--- src/rtl/uart_fifo_pkg.sv ---
package uart_fifo_pkg;

  localparam int unsigned CHAR_W = 8;

  // control register bit positions
  localparam int unsigned BIT_EN     = 0;
  localparam int unsigned BIT_RX_CLR = 1;
  localparam int unsigned BIT_TX_CLR = 2;
  localparam int unsigned BIT_DMA    = 3;

  function automatic int unsigned rx_trig_lvl(input logic tbl, input logic [1:0] sel);
    if (!tbl) return 1;
    case (sel)
      2'b00:   return 8;
      2'b01:   return 16;
      2'b10:   return 56;
      default: return 60;
    endcase
  endfunction

  function automatic int unsigned tx_trig_lvl(input logic tbl, input logic [1:0] sel);
    if (!tbl) return 1;
    case (sel)
      2'b00:   return 8;
      2'b01:   return 16;
      2'b10:   return 32;
      default: return 56;
    endcase
  endfunction

endpackage

--- src/rtl/ufp_fifo.sv ---
module ufp_fifo #(
  parameter int unsigned DEPTH  = 64,
  parameter int unsigned DW     = 8,
  localparam int unsigned PTR_W = $clog2(DEPTH),
  localparam int unsigned LVL_W = $clog2(DEPTH + 1)
) (
  input  logic             clk_i,
  input  logic             rst_ni,
  input  logic             clr_i,
  input  logic             push_i,
  input  logic [DW-1:0]    push_data_i,
  input  logic             pop_i,
  output logic [DW-1:0]    pop_data_o,
  output logic [LVL_W-1:0] level_o,
  output logic             ovf_o
);

  logic [DW-1:0]    mem [DEPTH];
  logic [PTR_W-1:0] wr_ptr_q, rd_ptr_q;
  logic [LVL_W-1:0] level_q;
  logic [DW-1:0]    pop_data_q;
  logic             ovf_q;
  logic             full, empty, do_push, do_pop;

  assign full    = (level_q == LVL_W'(DEPTH));
  assign empty   = (level_q == '0);
  assign do_push = push_i && !full && !clr_i;
  assign do_pop  = pop_i && !empty && !clr_i;

  function automatic logic [PTR_W-1:0] nxt(input logic [PTR_W-1:0] p);
    return (p == PTR_W'(DEPTH - 1)) ? '0 : p + 1'b1;
  endfunction

  always_ff @(posedge clk_i) begin
    if (do_push) mem[wr_ptr_q] <= push_data_i;
  end

  always_ff @(posedge clk_i or negedge rst_ni) begin
    if (!rst_ni) begin
      wr_ptr_q   <= '0;
      rd_ptr_q   <= '0;
      level_q    <= '0;
      pop_data_q <= '0;
      ovf_q      <= 1'b0;
    end else begin
      ovf_q <= push_i && full && !clr_i;
      if (clr_i) begin
        wr_ptr_q <= '0;
        rd_ptr_q <= '0;
        level_q  <= '0;
      end else begin
        if (do_push) wr_ptr_q <= nxt(wr_ptr_q);
        if (do_pop) begin
          rd_ptr_q   <= nxt(rd_ptr_q);
          pop_data_q <= mem[rd_ptr_q];
        end
        case ({do_push, do_pop})
          2'b10:   level_q <= level_q + 1'b1;
          2'b01:   level_q <= level_q - 1'b1;
          default: level_q <= level_q;
        endcase
      end
    end
  end

  assign pop_data_o = pop_data_q;
  assign level_o    = level_q;
  assign ovf_o      = ovf_q;

  assert_level_bound_R1: assert property (@(posedge clk_i) disable iff (!rst_ni)
    level_q <= LVL_W'(DEPTH));
  assert_ovf_cause_R2: assert property (@(posedge clk_i) disable iff (!rst_ni)
    (push_i && full && !pop_i && !clr_i) |=> (ovf_o && level_o == LVL_W'(DEPTH)));
  assert_empty_pop_R3: assert property (@(posedge clk_i) disable iff (!rst_ni)
    (pop_i && empty && !push_i && !clr_i) |=> ($stable(pop_data_o) && level_o == '0));
  assert_clear_R4: assert property (@(posedge clk_i) disable iff (!rst_ni)
    clr_i |=> (level_o == '0));

endmodule

--- src/rtl/ufp_ctrl.sv ---
module ufp_ctrl
  import uart_fifo_pkg::*;
#(
  parameter int unsigned LVL_W = 7
) (
  input  logic             clk_i,
  input  logic             rst_ni,
  input  logic             we_i,
  input  logic [7:0]       wdata_i,
  input  logic             enh_en_i,
  output logic [7:0]       rdata_o,
  output logic             rx_clr_o,
  output logic             tx_clr_o,
  output logic [LVL_W-1:0] rx_trig_o,
  output logic [LVL_W-1:0] tx_trig_o
);

  logic       en_q, dma_q, tbl_q;
  logic [1:0] rx_sel_q, tx_sel_q;

  always_ff @(posedge clk_i or negedge rst_ni) begin
    if (!rst_ni) begin
      en_q     <= 1'b0;
      dma_q    <= 1'b0;
      tbl_q    <= 1'b0;
      rx_sel_q <= 2'b00;
      tx_sel_q <= 2'b00;
    end else if (we_i) begin
      en_q     <= wdata_i[BIT_EN];
      dma_q    <= wdata_i[BIT_DMA];
      rx_sel_q <= wdata_i[7:6];
      if (enh_en_i) begin
        tx_sel_q <= wdata_i[5:4];
        tbl_q    <= 1'b1;
      end
    end
  end

  // clear strobes are never stored
  assign rx_clr_o  = we_i && wdata_i[BIT_EN] && wdata_i[BIT_RX_CLR];
  assign tx_clr_o  = we_i && wdata_i[BIT_EN] && wdata_i[BIT_TX_CLR];
  assign rdata_o   = {rx_sel_q, tx_sel_q, dma_q, 2'b00, en_q};
  assign rx_trig_o = LVL_W'(rx_trig_lvl(tbl_q, rx_sel_q));
  assign tx_trig_o = LVL_W'(tx_trig_lvl(tbl_q, tx_sel_q));

  assert_tx_sel_gate_R7: assert property (@(posedge clk_i) disable iff (!rst_ni)
    (we_i && !enh_en_i) |=> $stable(tx_trig_o));

endmodule

--- src/rtl/ufp_tx_irq.sv ---
module ufp_tx_irq #(
  parameter int unsigned LVL_W = 7
) (
  input  logic             clk_i,
  input  logic             rst_ni,
  input  logic             push_i,
  input  logic [LVL_W-1:0] level_i,
  input  logic [LVL_W-1:0] trig_i,
  output logic             irq_o
);

  logic irq_q, filled_q;

  always_ff @(posedge clk_i or negedge rst_ni) begin
    if (!rst_ni) begin
      irq_q    <= 1'b1;
      filled_q <= 1'b0;
    end else begin
      if (level_i > trig_i) filled_q <= 1'b1;
      if (push_i || level_i > trig_i) begin
        irq_q <= 1'b0;
      end else if (level_i == '0 || (filled_q && level_i < trig_i)) begin
        irq_q    <= 1'b1;
        filled_q <= 1'b0;
      end
    end
  end

  assign irq_o = irq_q;

  assert_tx_irq_drop_R9: assert property (@(posedge clk_i) disable iff (!rst_ni)
    (push_i || level_i > trig_i) |=> !irq_o);
  assert_tx_irq_empty_R10: assert property (@(posedge clk_i) disable iff (!rst_ni)
    (level_i == '0 && !push_i) |=> irq_o);

endmodule

--- src/rtl/uart_fifo_pair.sv ---
module uart_fifo_pair
  import uart_fifo_pkg::*;
#(
  parameter int unsigned DEPTH  = 64,
  localparam int unsigned LVL_W = $clog2(DEPTH + 1)
) (
  input  logic              clk_i,
  input  logic              rst_ni,
  input  logic              ctrl_we_i,
  input  logic [7:0]        ctrl_wdata_i,
  input  logic              enh_en_i,
  output logic [7:0]        ctrl_rdata_o,
  input  logic              rx_push_i,
  input  logic [CHAR_W-1:0] rx_push_data_i,
  input  logic              rx_pop_i,
  output logic [CHAR_W-1:0] rx_pop_data_o,
  output logic [LVL_W-1:0]  rx_level_o,
  output logic              rx_ovf_o,
  output logic              rx_irq_o,
  input  logic              tx_push_i,
  input  logic [CHAR_W-1:0] tx_push_data_i,
  input  logic              tx_pop_i,
  output logic [CHAR_W-1:0] tx_pop_data_o,
  output logic [LVL_W-1:0]  tx_level_o,
  output logic              tx_ovf_o,
  output logic              tx_irq_o
);

  logic             rx_clr, tx_clr;
  logic [LVL_W-1:0] rx_trig, tx_trig;

  ufp_ctrl #(.LVL_W(LVL_W)) u_ctrl (
    .clk_i, .rst_ni,
    .we_i      (ctrl_we_i),
    .wdata_i   (ctrl_wdata_i),
    .enh_en_i  (enh_en_i),
    .rdata_o   (ctrl_rdata_o),
    .rx_clr_o  (rx_clr),
    .tx_clr_o  (tx_clr),
    .rx_trig_o (rx_trig),
    .tx_trig_o (tx_trig)
  );

  ufp_fifo #(.DEPTH(DEPTH), .DW(CHAR_W)) u_rx_fifo (
    .clk_i, .rst_ni,
    .clr_i       (rx_clr),
    .push_i      (rx_push_i),
    .push_data_i (rx_push_data_i),
    .pop_i       (rx_pop_i),
    .pop_data_o  (rx_pop_data_o),
    .level_o     (rx_level_o),
    .ovf_o       (rx_ovf_o)
  );

  ufp_fifo #(.DEPTH(DEPTH), .DW(CHAR_W)) u_tx_fifo (
    .clk_i, .rst_ni,
    .clr_i       (tx_clr),
    .push_i      (tx_push_i),
    .push_data_i (tx_push_data_i),
    .pop_i       (tx_pop_i),
    .pop_data_o  (tx_pop_data_o),
    .level_o     (tx_level_o),
    .ovf_o       (tx_ovf_o)
  );

  assign rx_irq_o = (rx_level_o >= rx_trig);

  ufp_tx_irq #(.LVL_W(LVL_W)) u_tx_irq (
    .clk_i, .rst_ni,
    .push_i  (tx_push_i),
    .level_i (tx_level_o),
    .trig_i  (tx_trig),
    .irq_o   (tx_irq_o)
  );

  assert_rx_clr_isolated_R4: assert property (@(posedge clk_i) disable iff (!rst_ni)
    (rx_clr && !tx_clr && !tx_push_i && !tx_pop_i) |=> $stable(tx_level_o));

endmodule

--- config.mk ---
export PLATFORM = sky130hd
export DESIGN_NAME = uart_fifo_pair
export DESIGN_NICKNAME = d
export VERILOG_FILES = /design/src/rtl/uart_fifo_pkg.sv /design/src/rtl/ufp_fifo.sv /design/src/rtl/ufp_ctrl.sv /design/src/rtl/ufp_tx_irq.sv /design/src/rtl/uart_fifo_pair.sv
export SDC_FILE = /design/constraint.sdc
export NUM_CORES = 1
export LEC_CHECK = 0
export BUFFER_PORTS_ARGS = -buffer_cell sky130_fd_sc_hd__buf_2
export CAP_MARGIN = 5
export CORE_UTILIZATION = 25
export CTS_BUF_LIST = sky130_fd_sc_hd__clkbuf_16
export DETAILED_ROUTE_END_ITERATION = 10
export PLACE_DENSITY = 0.38
export SYNTH_ARGS = -nofsm -noshare
export SYNTH_HDL_FRONTEND = slang
export SYNTH_SLANG_ARGS = --single-unit
--- constraint.sdc ---
create_clock -name clk_i -period 4.61 [get_ports clk_i]
set_input_delay 0.461 -clock clk_i [delete_from_list [all_inputs] [get_ports clk_i]]
set_output_delay 0.461 -clock clk_i [all_outputs]
set_load 0.01 [all_outputs]
Word-level counts from Yosys, hierarchy flattened
Memories as Yosys holds them, arrays and structs flattened. A register that Yosys moved wholly into a read port is not among the register bits.
Cells that the tools add are included.
W data, S select, Z words.
{"block": "word_totals", "output_inout_bits": 42, "mem_count": 2, "ramBits": 1024, "latch_bits": 0, "regBits": 49, "mem_bits_ro": 0}
{"block": "op_classes", "n_eq_ne": 14, "order_cmp": 3, "bitwise_logic": 2, "n_mul": 0, "addsub": 8, "n_reduce_logical": 40, "n_shift": 0, "div": 0, "muxes": 29}
{"memory": "u_rx_fifo.mem", "depth": 64, "width": 8, "read_ports": 1, "rd_clocked_by_memory_dff": 1, "wr": 1, "line": "ufp_fifo.sv:18", "source": "logic [DW-1:0] mem [DEPTH];"}
{"memory": "u_tx_fifo.mem", "depth": 64, "width": 8, "read_ports": 1, "rd_clocked_by_memory_dff": 1, "wr": 1, "line": "ufp_fifo.sv:18"}
{"cell": "$mux W6", "n": 12}
{"cell": "$pmux W6 S3", "n": 2}
{"cell": "$mux W7", "n": 4}
{"cell": "$pmux W7 S2", "n": 2}
{"cell": "$add A6 B1 Y6 const B", "n": 4}
{"cell": "$eq A6 B6 Y1 const B", "n": 4}
{"cell": "$logic_and A1 B1 Y1", "n": 16}
{"cell": "$add A7 B1 Y7 const B", "n": 2}
{"cell": "$eq A7 B7 Y1 const B", "n": 2}
{"cell": "$logic_not A7 Y1", "n": 2}
{"cell": "$sub A7 B1 Y7 const B", "n": 2}
{"cell": "$reduce_bool A2 Y1", "n": 5}
{"cell": "$mux W1", "n": 9}
{"cell": "$eq A2 B1 Y1 const B", "n": 4}
{"cell": "$eq A2 B2 Y1 const B", "n": 4}
{"cell": "$logic_not A1 Y1", "n": 8}
{"cell": "$ge A7 B7 Y1", "n": 1}
{"cell": "$gt A7 B7 Y1", "n": 1}
{"cell": "$lt A7 B7 Y1", "n": 1}
{"cell": "$reduce_and A2 Y1", "n": 3}
{"cell": "$reduce_bool A3 Y1", "n": 2}
{"cell": "$logic_not A2 Y1", "n": 2}
{"cell": "$logic_or A1 B1 Y1", "n": 2}
{"cell": "$not A1 Y1", "n": 2}

Logic depth before layout (Yosys ltp)
Gate-level depths: netlist of run 1.
{"block": "logic_depth", "word_depth": 8, "mapped_depth": 14}

Cells and area by module
From an unflattened synthesis of run 1, not the netlist that was laid out.
{"block": "hier_totals", "cells_unflattened": 2392, "hier_area_um2": 43817.0}
{"module": "ufp_fifo", "cells_per_inst": 1144, "instances": 2, "area_per_inst_um2": 21455.6, "seq_area_each_um2": 16075.4}
{"module": "ufp_ctrl", "cells_per_inst": 44, "instances": 1, "area_per_inst_um2": 444.2, "seq_area_each_um2": 175.2}
{"module": "ufp_tx_irq", "cells_per_inst": 37, "instances": 1, "area_per_inst_um2": 295.3, "seq_area_each_um2": 51.3}
{"module": "uart_fifo_pair", "cells_per_inst": 23, "instances": 1, "area_per_inst_um2": 166.4, "seq_area_each_um2": 0.0}

Worst setup path before layout of run 1
No wires, ideal clock.
{"block": "synth_timing", "path_type": "input to register", "from": "input port ctrl_we_i", "to": "register u_tx_fifo.level_q[6], in the netlist u_tx_fifo.level_o[6]", "path_stages": 14, "slack_ns": 1.363, "required_ns": 4.479, "arrival_ns": 3.116, "setup_time_ns": 0.131, "path_buffers": 3, "cell_sequence": "buf_2 -> and3_1 -> buf_2 -> nor2_1 -> nand2_1 -> clkbuf_1 -> nor2_1 -> ha_1 -> a21o_1 -> a21oi_1 -> o21ai_0 -> a211o_1 -> o311ai_0 -> nor2_1"}
{"block": "synth_between", "elab_chain_cells": 7}
{"element": "start: declaration", "line": "uart_fifo_pair.sv:9", "source": "input logic ctrl_we_i,"}
{"element": "$logic_and A1 B1 Y1 (*) (2 in a row)", "line": "ufp_ctrl.sv:41", "source": "assign tx_clr_o = we_i && wdata_i[BIT_EN] && wdata_i[BIT_TX_CLR];"}
{"element": "$logic_not A1 Y1", "line": "ufp_fifo.sv:27, ufp_fifo.sv:28"}
{"element": "$logic_and A1 B1 Y1 (on tied branches)", "line": "ufp_fifo.sv:28, ufp_fifo.sv:27"}
{"element": "$eq A2 B1 Y1 or $eq A2 B2 Y1 (tied branches)", "line": "ufp_fifo.sv:57", "source": "case ({do_push, do_pop})"}
{"element": "$pmux W7 S2", "line": "ufp_fifo.sv:57"}
{"element": "$mux W7", "line": "ufp_fifo.sv:47", "source": "if (clr_i) begin"}
{"element": "end signal: assignment", "line": "ufp_fifo.sv:58", "source": "2'b10: level_q <= level_q + 1'b1;"}
{"element": "end signal: assignment", "line": "ufp_fifo.sv:59", "source": "2'b01: level_q <= level_q - 1'b1;"}
{"element": "end signal: assignment", "line": "ufp_fifo.sv:60", "source": "default: level_q <= level_q;"}
{"element": "end: declaration", "line": "ufp_fifo.sv:20", "source": "logic [LVL_W-1:0] level_q;"}
Every way passes the cells marked *; elsewhere a longest branch is shown, timed or not.
A chain may end at the register's enable or synchronous reset.

Worst setup path after layout of run 1
{"block": "layout_timing", "from": "register u_tx_fifo.level_q[0], in the netlist u_tx_fifo.level_o[0]", "to": "register u_tx_fifo.level_q[6], in the netlist u_tx_fifo.level_o[6]"}
{"block": "layout_between", "elab_chain_cells": 7}
{"element": "$eq A7 B7 Y1 or $logic_not A7 Y1 (tied branches)", "line": "ufp_fifo.sv:25, ufp_fifo.sv:26"}
{"element": "$logic_not A1 Y1 (on tied branches)", "line": "ufp_fifo.sv:27, ufp_fifo.sv:28"}
{"element": "$logic_and A1 B1 Y1 (on tied branches) (2 in a row)", "line": "ufp_fifo.sv:27, ufp_fifo.sv:28"}
{"element": "$eq A2 B1 Y1 or $eq A2 B2 Y1 (tied branches)", "line": "ufp_fifo.sv:57"}
{"element": "$pmux W7 S2", "line": "ufp_fifo.sv:57"}
{"element": "$mux W7", "line": "ufp_fifo.sv:47"}
Several ways; a longest one is shown, not always the timed one.

==> metrics.md, run 1 <==
| Metric | Value |
|---|---|
| Status | `complete, no violations` |
| Wire per inst | `24.28 µm` |
| CP max stage cell | `nor4_4` |
| Floorplan die width | `419.3 µm` |
| Remaining DRCs | `0` |
| Startpoint Class | `register` |
| Synth Flop Type | `edfxtp_1` |
| Via count | `22,070` |
| Worst-path clk slew | `0.06 ns` |
| Reg2reg path depth | `12` |
| Insertion delay to the later sink of the worst-skew pair | `0.77 ns` |
| Largest net degree at the start of global routing | `65` |
| Peak VDD IR | `332.7 µV` |
| Grt total ovfl | `0` |
| CP Capture Type | `register` |
| GP Congestion | `0.8044` |
| Hold Crit Class | `input port to register` |
| Worst r2r src | `u_tx_fifo.level_o[0]` |
| Min-Delay Endpoint | `u_rx_fifo.ovf_o` |
| Hold Crit Depth | `3` |
| Worst slew pin tran | `1.232 ns` |
| CTS max path bufs | `3` |
| Fill count | `16,990` |
| Instance count of the mapped netlist | `2,301` |
| H-tree Lvls | `3` |
| Via/cell ratio | `4.524` |
| Hold Crit Start | `rx_push_i` |
| Asr flop ratio synth | `5.969%` |
| Initial antenna violation count | `5` |
| I/O Buffers | `71` |
| Ys Warns | `0` |
| Crit path DAT | `4.05 ns` |
| DP HPWL | `75.53 mm` |
| Layout Skew | `0.04566 ns` |
| EDFF count, synth | `1,024` |
| Max-Cap Viols | `0` |
| Fin crit share | `74.16%` |
| PwrDens | `532.7 nW/µm²` |
| Row cnt | `152` |
| Critical-path cell list | `nor4_4 > nand3b_2 > nand2_1 > buf_4 > nor2_1 > fa_1 > a21o_1 > a21oi_1 > o21ai_0 > a211o_1 > o311ai_0 > nor2_1` |
| Syn_area_per_cell | `18.92 µm²` |
| Final wirelength | `118.5 mm` |
| Clock root buffer | `clkbuf_16` |
| FF-to-FF End | `u_tx_fifo.level_o[6]` |
| Slew Limit Fails | `0` |
| Setup slack, reg-to-reg | `1.19 ns` |
| Total track usage | `13.50%` |
| Worst EP required | `5.25 ns` |
| DRT antenna net count | `0` |
| Drt first-iter violations | `1,656` |
| Setup Crit Path Kind | `register to register` |
| Die H | `419.3 µm` |
| Core Footprint | `172,300 µm²` |
| Vias in the first global route | `23,350` |
| Number of inserted diodes | `0` |
| Final nets | `2,523` |
| #FFs+latches synth | `1,089` |
| Cell variety after synth | `70` |
| CP dominant cell by count | `nor2_1` |
| Share of cells above drive strength 1 | `23.28%` |
| First-pass GRT wire length | `171.1 mm` |
| Fin Hold WS | `0.06309 ns` |
| Worst-path maximum fanout | `14` |
| Seq/Total Area, Yosys | `74.37%` |
| Worst slew margin | `17.67%` |
| Slowest stage delay, CP | `0.50 ns` |
| CTS tree | `done` |
| Shortest period the worst path allows | `3.419 ns` |
| Final setup fails | `0` |
| Final hold vios | `0` |
| Die area | `175,800 µm²` |
| Starting Density | `25.27%` |
| Buf/Inv on CP | `1` |
| Max frequency | `292.5 MHz` |
| CP delay by family, top | `simple AND/OR/NAND/NOR gates` |
| DRT Pass-1 Iters | `5` |
| Mapped Area | `43,540 µm²` |
| CTS Buf Count | `120` |
| TNS Setup | `0 ns` |
| Syn-to-layout area delta | `16.96%` |
| P_leak | `16.17 nW` |
| I/O pin count | `74` |
| Clock sinks | `1,089` |
| RSZ-0062 raised after global routing | `false` |
==> per-stage QoR <==
| stage | utilization [%] | setup slack [ns] | area, µm² | power (W) | std cells |
|---|---|---|---|---|---|
| 2_1_floorplan | - | 1.363 | 43540 | 0.01552 | 2302 |
| 3_3_place_gp | 27.15 | 0.8550 | 46780 | 0.01780 | 4641 |
| 3_5_place_dp | 27.15 | 0.9816 | 46780 | 0.01782 | 4641 |
| 4_1_cts | 29.55 | 1.172 | 50920 | 0.02759 | 4879 |
| 5_1_grt | 29.55 | 0.8789 | 50920 | 0.02824 | 4879 |
| 6_report | 29.55 | 1.191 | 50920 | 0.02712 | 4879 |
==> what timing repair did <==
action                                 in CTS  in global routing
endpoints found under the hold margin      36                  0
resized for setup                           0                  0
hold buffers                               11                  0
setup buffers                               0                  0
==> power breakdown <==
group          total, W  switching, W  internal [W]
Sequential       0.0118      0.000629        0.0112
Clock           0.00968       0.00413       0.00555
Combinational   0.00564       0.00327       0.00237
==> logic make-up (layout without fill, tap and decap cells) <==
family	count (synthesis)	in the layout	share of synthesized area, %
buffers and inverters	148	415	1.842
adder cells (fa/ha/maj)	27	27	0.8104
other	1	2	0.008613
AND/OR/NAND/NOR	445	445	4.624
XOR/XNOR	16	16	0.3219
multiplexers	332	332	14.24
flip-flops	1089	1089	74.37
AO/OA/AOI/OAI	243	243	3.788
==> synthesized netlist by cell type (all sizes together) (11+ instances only) <==
| cell | n | area share [%] |
|---|---|---|
| a21oi | 48 | 0.55 |
| nand2 | 118 | 1.0 |
| nand3b | 12 | 0.22 |
| inv | 20 | 0.17 |
| dfrtp | 64 | 3.7 |
| nor2b | 15 | 0.22 |
| mux2i | 91 | 2.1 |
| clkbuf | 48 | 0.42 |
| mux4 | 228 | 12 |
| a31oi | 17 | 0.24 |
| edfxtp | 1024 | 71 |
| a32oi | 11 | 0.22 |
| o21ai | 43 | 0.49 |
| a22oi | 18 | 0.31 |
| nand4 | 13 | 0.19 |
| nand3 | 54 | 0.62 |
| a211oi | 17 | 0.29 |
| ha | 25 | 0.72 |
| buf | 80 | 1.2 |
| o22ai | 24 | 0.34 |
| mux2 | 13 | 0.34 |
| and2 | 13 | 0.19 |
| nor2 | 183 | 1.6 |
==> worst max-delay path by stage <==
| stage | start | to | slack, ns | depth (start not counted) |
|---|---|---|---|---|
| floorplan | ctrl_we_i | u_tx_fifo.level_o[6] | 1.36 | 14 |
| global placement | ctrl_we_i | u_tx_fifo.level_o[6] | 0.85 | 13 |
| detailed placement | ctrl_we_i | u_tx_fifo.level_o[6] | 0.98 | 13 |
| CTS | u_tx_fifo.level_o[0] | u_tx_fifo.level_o[6] | 1.17 | 12 |
| global route | u_rx_fifo.level_o[0] | u_rx_fifo.level_o[6] | 0.88 | 11 |
| finish | u_tx_fifo.level_o[0] | u_tx_fifo.level_o[6] | 1.19 | 12 |
==> area by class of cell <==
type | instances | area (µm²) | area share, %
tap | 2310 | 2890 | 5.676
sequential | 1089 | 32390 | 63.62
clock buffer | 120 | 3003 | 5.897
clock inverter | 107 | 1025 | 2.012
multi-input combinational | 1065 | 10370 | 20.36
timing repair buffer | 168 | 1164 | 2.285
inverter | 20 | 75.07 | 0.1474
==> cells in the final DEF (no fill, tap or decap), types with 7 or more instances in the layout <==
| cell type | Yosys | final |
|---|---|---|
| a32o_1 | 7 | 7 |
| o21ai_0 | 35 | 35 |
| a22o_1 | 7 | 7 |
| and2_1 | 11 | 11 |
| o22ai_1 | 24 | 24 |
| a22oi_1 | 18 | 18 |
| nand3_1 | 54 | 54 |
| nand3b_1 | 11 | 11 |
| nand4_1 | 13 | 13 |
| o21ai_1 | 8 | 8 |
| buf_4 | 22 | 83 |
| mux2_2 | 13 | 13 |
| a221oi_1 | 7 | 7 |
| xor2_1 | 10 | 10 |
| buf_2 | 33 | 70 |
| nor2_1 | 182 | 182 |
| nor3_1 | 10 | 10 |
| bufinv_16 | 0 | 14 |
| nand2b_1 | 8 | 8 |
| clkinv_2 | 0 | 22 |
| nand2_1 | 118 | 118 |
| mux4_2 | 226 | 226 |
| nor2b_1 | 15 | 15 |
| a21oi_1 | 48 | 48 |
| clkinvlp_4 | 0 | 14 |
| clkinv_1 | 0 | 26 |
| edfxtp_1 | 1024 | 1024 |
| ha_1 | 25 | 25 |
| a32oi_1 | 11 | 11 |
| dlygate4sd3_1 | 0 | 11 |
| a211oi_1 | 17 | 17 |
| dfrtp_1 | 64 | 58 |
| mux2i_1 | 91 | 91 |
| clkbuf_16 | 0 | 120 |
| a31oi_1 | 17 | 17 |
| inv_1 | 19 | 40 |
==> worst min-delay path: stages <==
cell	delay [ns]
buf_2	0.13
inv_1	0.09
nor3_1	0.09
==> flip-flops by register name, summed over array words and instances, names as in the netlist <==
register	cells
u_ctrl.tx_sel_q	2
u_tx_fifo.ovf_o	1
u_tx_irq.filled_q	1
u_tx_fifo.pop_data_o	8
u_rx_fifo.pop_data_o	8
u_ctrl.rx_sel_q	2
u_rx_fifo.ovf_o	1
u_ctrl.en_q	1
u_ctrl.dma_q	1
u_rx_fifo.mem	512
u_rx_fifo.rd_ptr_q	6
u_tx_fifo.level_o	7
u_tx_fifo.wr_ptr_q	6
u_tx_fifo.mem	512
u_tx_irq.irq_o	1
u_ctrl.tbl_q	1
u_rx_fifo.wr_ptr_q	6
u_rx_fifo.level_o	7
u_tx_fifo.rd_ptr_q	6
==> metal layers <==
metal	share of wire, %	global-route usage (%)	vias to the layer above	wire length (µm)
li1	-	-	9651	-
met1	42	17.05	11770	49860
met2	51	23.48	475	60520
met3	4.3	2.447	168	5104
met4	2.5	3.891	4	2942
met5	0.014	0	-	17
No activity file was read; power rests on OpenSTA's default activity.
==> run 2: changes to the inputs <==
--- a/config.mk
+++ b/config.mk
@@ -10,7 +10,7 @@
 export CORE_UTILIZATION = 25
 export CTS_BUF_LIST = sky130_fd_sc_hd__clkbuf_16
 export DETAILED_ROUTE_END_ITERATION = 10
-export PLACE_DENSITY = 0.38
+export PLACE_DENSITY = 0.39
 export SYNTH_ARGS = -nofsm -noshare
 export SYNTH_HDL_FRONTEND = slang
 export SYNTH_SLANG_ARGS = --single-unit
==> constraint.sdc (replaced) <==
create_clock -name clk_i -period 2.85 [get_ports clk_i]
set_input_delay 0.285 -clock clk_i [delete_from_list [all_inputs] [get_ports clk_i]]
set_output_delay 0.285 -clock clk_i [all_outputs]
set_load 0.01 [all_outputs]
==> metrics.md, run 2 (synthesis results as in run 1) <==
| Metric | Value |
|---|---|
| Most frequent cells in the layout | `1,024 x edfxtp_1, 253 x buf_4, 226 x mux4_2 (was 1,024 x edfxtp_1, 226 x mux4_2, 182 x nor2_1)` |
| Combinational Power Share | `23.1% (was 20.8%)` |
| CTS Buf Count | `119 (was 120)` |
| GP Congestion | `0.7765 (was 0.8044)` |
| CTS tree | `done (unchanged)` |
| Floorplan die width | `419.3 µm (unchanged)` |
| P_leak | `17.33 nW (was 16.17 nW)` |
| Net Sw Power | `0.01300 W (was 0.008034 W)` |
| Max frequency | `368.7 MHz (was 292.5 MHz)` |
| Status | `complete, no violations (unchanged)` |
| Final nets | `2,718 (was 2,523)` |
| CTS max path bufs | `3 (unchanged)` |
| Core Footprint | `172,300 µm² (unchanged)` |
| Worst slew margin | `31.03% (was 17.67%)` |
| DRT Pass-1 Iters | `5 (unchanged)` |
| H-tree Lvls | `3 (unchanged)` |
| Fin Hold WS | `0.07964 ns (was 0.06309 ns)` |
| Crit path DAT | `3.29 ns (was 4.05 ns)` |
| Layout Skew | `0.07396 ns (was 0.04566 ns)` |
| Die H | `419.3 µm (unchanged)` |
| Slew Limit Fails | `0 (unchanged)` |
| DRT antenna net count | `0 (unchanged)` |
| RSZ-0062 raised after global routing | `true (was false)` |
| Met3 Use GR | `2.089% (was 2.447%)` |
| Placed cell area | `48,360 µm² (was 46,780 µm²)` |
| Max-Cap Viols | `0 (unchanged)` |
| Fill count | `16,930 (was 16,990)` |
| M2 GR Usage | `22.93% (was 23.48%)` |
| Clk pwr share | `35.0% (was 35.7%)` |
| Final wirelength | `118.9 mm (was 118.5 mm)` |
| Via/cell ratio | `4.476 (was 4.524)` |
| Final hold vios | `0 (unchanged)` |
| Startpoint Class | `register (unchanged)` |
| Worst EP required | `3.43 ns (was 5.25 ns)` |
| Wire per inst | `23.42 µm (was 24.28 µm)` |
| Commonest non-fill, non-tap cell in the layout | `edfxtp_1 (unchanged)` |
| FF+latch area | `32,400 µm² (was 32,390 µm²)` |
| I/O Buffers | `71 (unchanged)` |
| PwrDens | `846.8 nW/µm² (was 532.7 nW/µm²)` |
| Final instance area | `52,640 µm² (was 50,920 µm²)` |
| Syn-to-layout area delta | `20.92% (was 16.96%)` |
| Via count | `22,720 (was 22,070)` |
| Peak VDD IR | `568.1 µV (was 332.7 µV)` |
| Grt met1 use | `17.82% (was 17.05%)` |
| Insertion delay to the later sink of the worst-skew pair | `0.77 ns (about the same)` |
| DP HPWL | `76.38 mm (was 75.53 mm)` |
| Total track usage | `13.44% (was 13.50%)` |
| Worst slew pin tran | `1.035 ns (was 1.232 ns)` |
| Clock root buffer | `clkbuf_16 (unchanged)` |
| Biggest regs | `u_rx_fifo.mem (512), u_tx_fifo.mem (512) (unchanged)` |
| Grt total ovfl | `0 (unchanged)` |
| Number of inserted diodes | `0 (unchanged)` |
| Hold Crit Class | `input port to register (unchanged)` |
| Share of cells above drive strength 1 | `28.27% (was 23.28%)` |
| Vias in the first global route | `24,000 (was 23,350)` |
| Final setup fails | `0 (unchanged)` |
| TNS Setup | `0 ns (unchanged)` |
| First-pass GRT wire length | `171.3 mm (was 171.1 mm)` |
| Largest net degree at the start of global routing | `66 (was 65)` |
| Worst-path clk slew | `0.06 ns (about the same)` |
| GR peak layer | `met2 (unchanged)` |
| Utilization after layout | `30.55% (was 29.55%)` |
| Worst-path maximum fanout | `6 (was 14)` |
| Clock sinks | `1,089 (unchanged)` |
| Drt first-iter violations | `1,516 (was 1,656)` |
| Fin crit share | `95.17% (was 74.16%)` |
| Sequential share of power | `41.8% (was 43.5%)` |
| Multi-input gate area | `10,410 µm² (was 10,370 µm²)` |
| Die area | `175,800 µm² (unchanged)` |
| Initial antenna violation count | `1 (was 5)` |
| Remaining DRCs | `0 (unchanged)` |
| CP Capture Type | `register (unchanged)` |
| Row cnt | `152 (unchanged)` |
| I/O pin count | `74 (unchanged)` |
| Setup Crit Path Kind | `register to register (unchanged)` |
| Switching Fraction | `29.15% (was 29.62%)` |
| Starting Density | `25.27% (unchanged)` |
| Cell Int Power | `0.03158 W (was 0.01909 W)` |
| Shortest period the worst path allows | `2.712 ns (was 3.419 ns)` |
==> run 2: cell count changes in the layout (fill, tap and decap cells not counted), moves of 5 or more <==
cell           before  now
buf_12              4   19
clkinvlp_4         14    4
dlygate4sd3_1      11   21
buf_4              83  253
clkinv_2           22   17
inv_6               0    5
inv_1              40   52
==> run 2: worst paths after layout <==
kind | startpoint | end | slack (ns) | depth (start not counted)
max | u_tx_fifo.level_o[3] | u_tx_fifo.level_o[6] | 0.14 | 12
min reg2reg | u_tx_irq.filled_q | u_tx_irq.filled_q | 0.49 | 2
max in group asynchronous | rst_ni | u_tx_fifo.rd_ptr_q[2] | 1.79 | 2
min | tx_push_data_i[6] | u_tx_fifo.mem[57][6] | 0.08 | 1
max reg2reg | u_tx_fifo.level_o[3] | u_tx_fifo.level_o[6] | 0.14 | 12
min in group asynchronous | rst_ni | u_ctrl.rx_sel_q[0] | 0.26 | 2
==> run 2: critical path: stages, from the launching register on <==
cell and delay [ns]:
dfrtp_2 0.42, nor4_4 0.26, buf_4 0.19, nand3b_4 0.11
nand2_2 0.13, nor2_4 0.07, fa_1 0.41, a21o_1 0.22
a21oi_2 0.17, o21ai_1 0.16, a211o_1 0.29, o311ai_0 0.09
nor2_1 0.08
==> run 2: cell type report <==
class,count,share of cell area (%)
well taps,2310,5.490
multi-input cells,1065,19.78
inverters,20,0.1426
flip-flops and latches,1089,61.54
repair buffers,364,5.417
clock buffers,119,5.657
clock inverters,109,1.973
==> run 2: per-stage QoR <==
stage,total power [W],worst slack (ns),cells
2_1_floorplan,0.02515,0.005550,2302
3_3_place_gp,0.02939,-0.08835,4822
3_5_place_dp,0.02948,-0.05582,4822
4_1_cts,0.04532,0.01363,5071
5_1_grt,0.04644,-0.01116,5076
6_report,0.04458,0.1375,5076
==> run 2: what timing repair did <==
| action | in CTS | in global routing |
|---|---|---|
| setup buffers | 0 | 5 |
| setup endpoints to repair | 2 | 4 |
| hold endpoints to repair | 83 | 0 |
| hold buffers | 21 | 0 |
| pin swaps | 0 | 3 |
| gates resized for setup | 4 | 6 |
==> run 2: power groups by stage <==
| stage | Clock [W] | Sequential [W] | Combinational (W) |
|---|---|---|---|
| global route | 0.0167 | 0.0187 | 0.0111 |
| global placement | 0 | 0.0190 | 0.0104 |
| CTS | 0.0161 | 0.0187 | 0.0106 |
| detailed placement | 0 | 0.0190 | 0.0105 |
| finish | 0.0156 | 0.0186 | 0.0103 |
| floorplan | 0 | 0.0188 | 0.00636 |
==> run 2: routing by layer <==
metal,up-vias,routed length (µm)
met2,404,59720
met5,-,0
li1,10050,-
met1,12110,52630
met4,0,2400
met3,159,4109
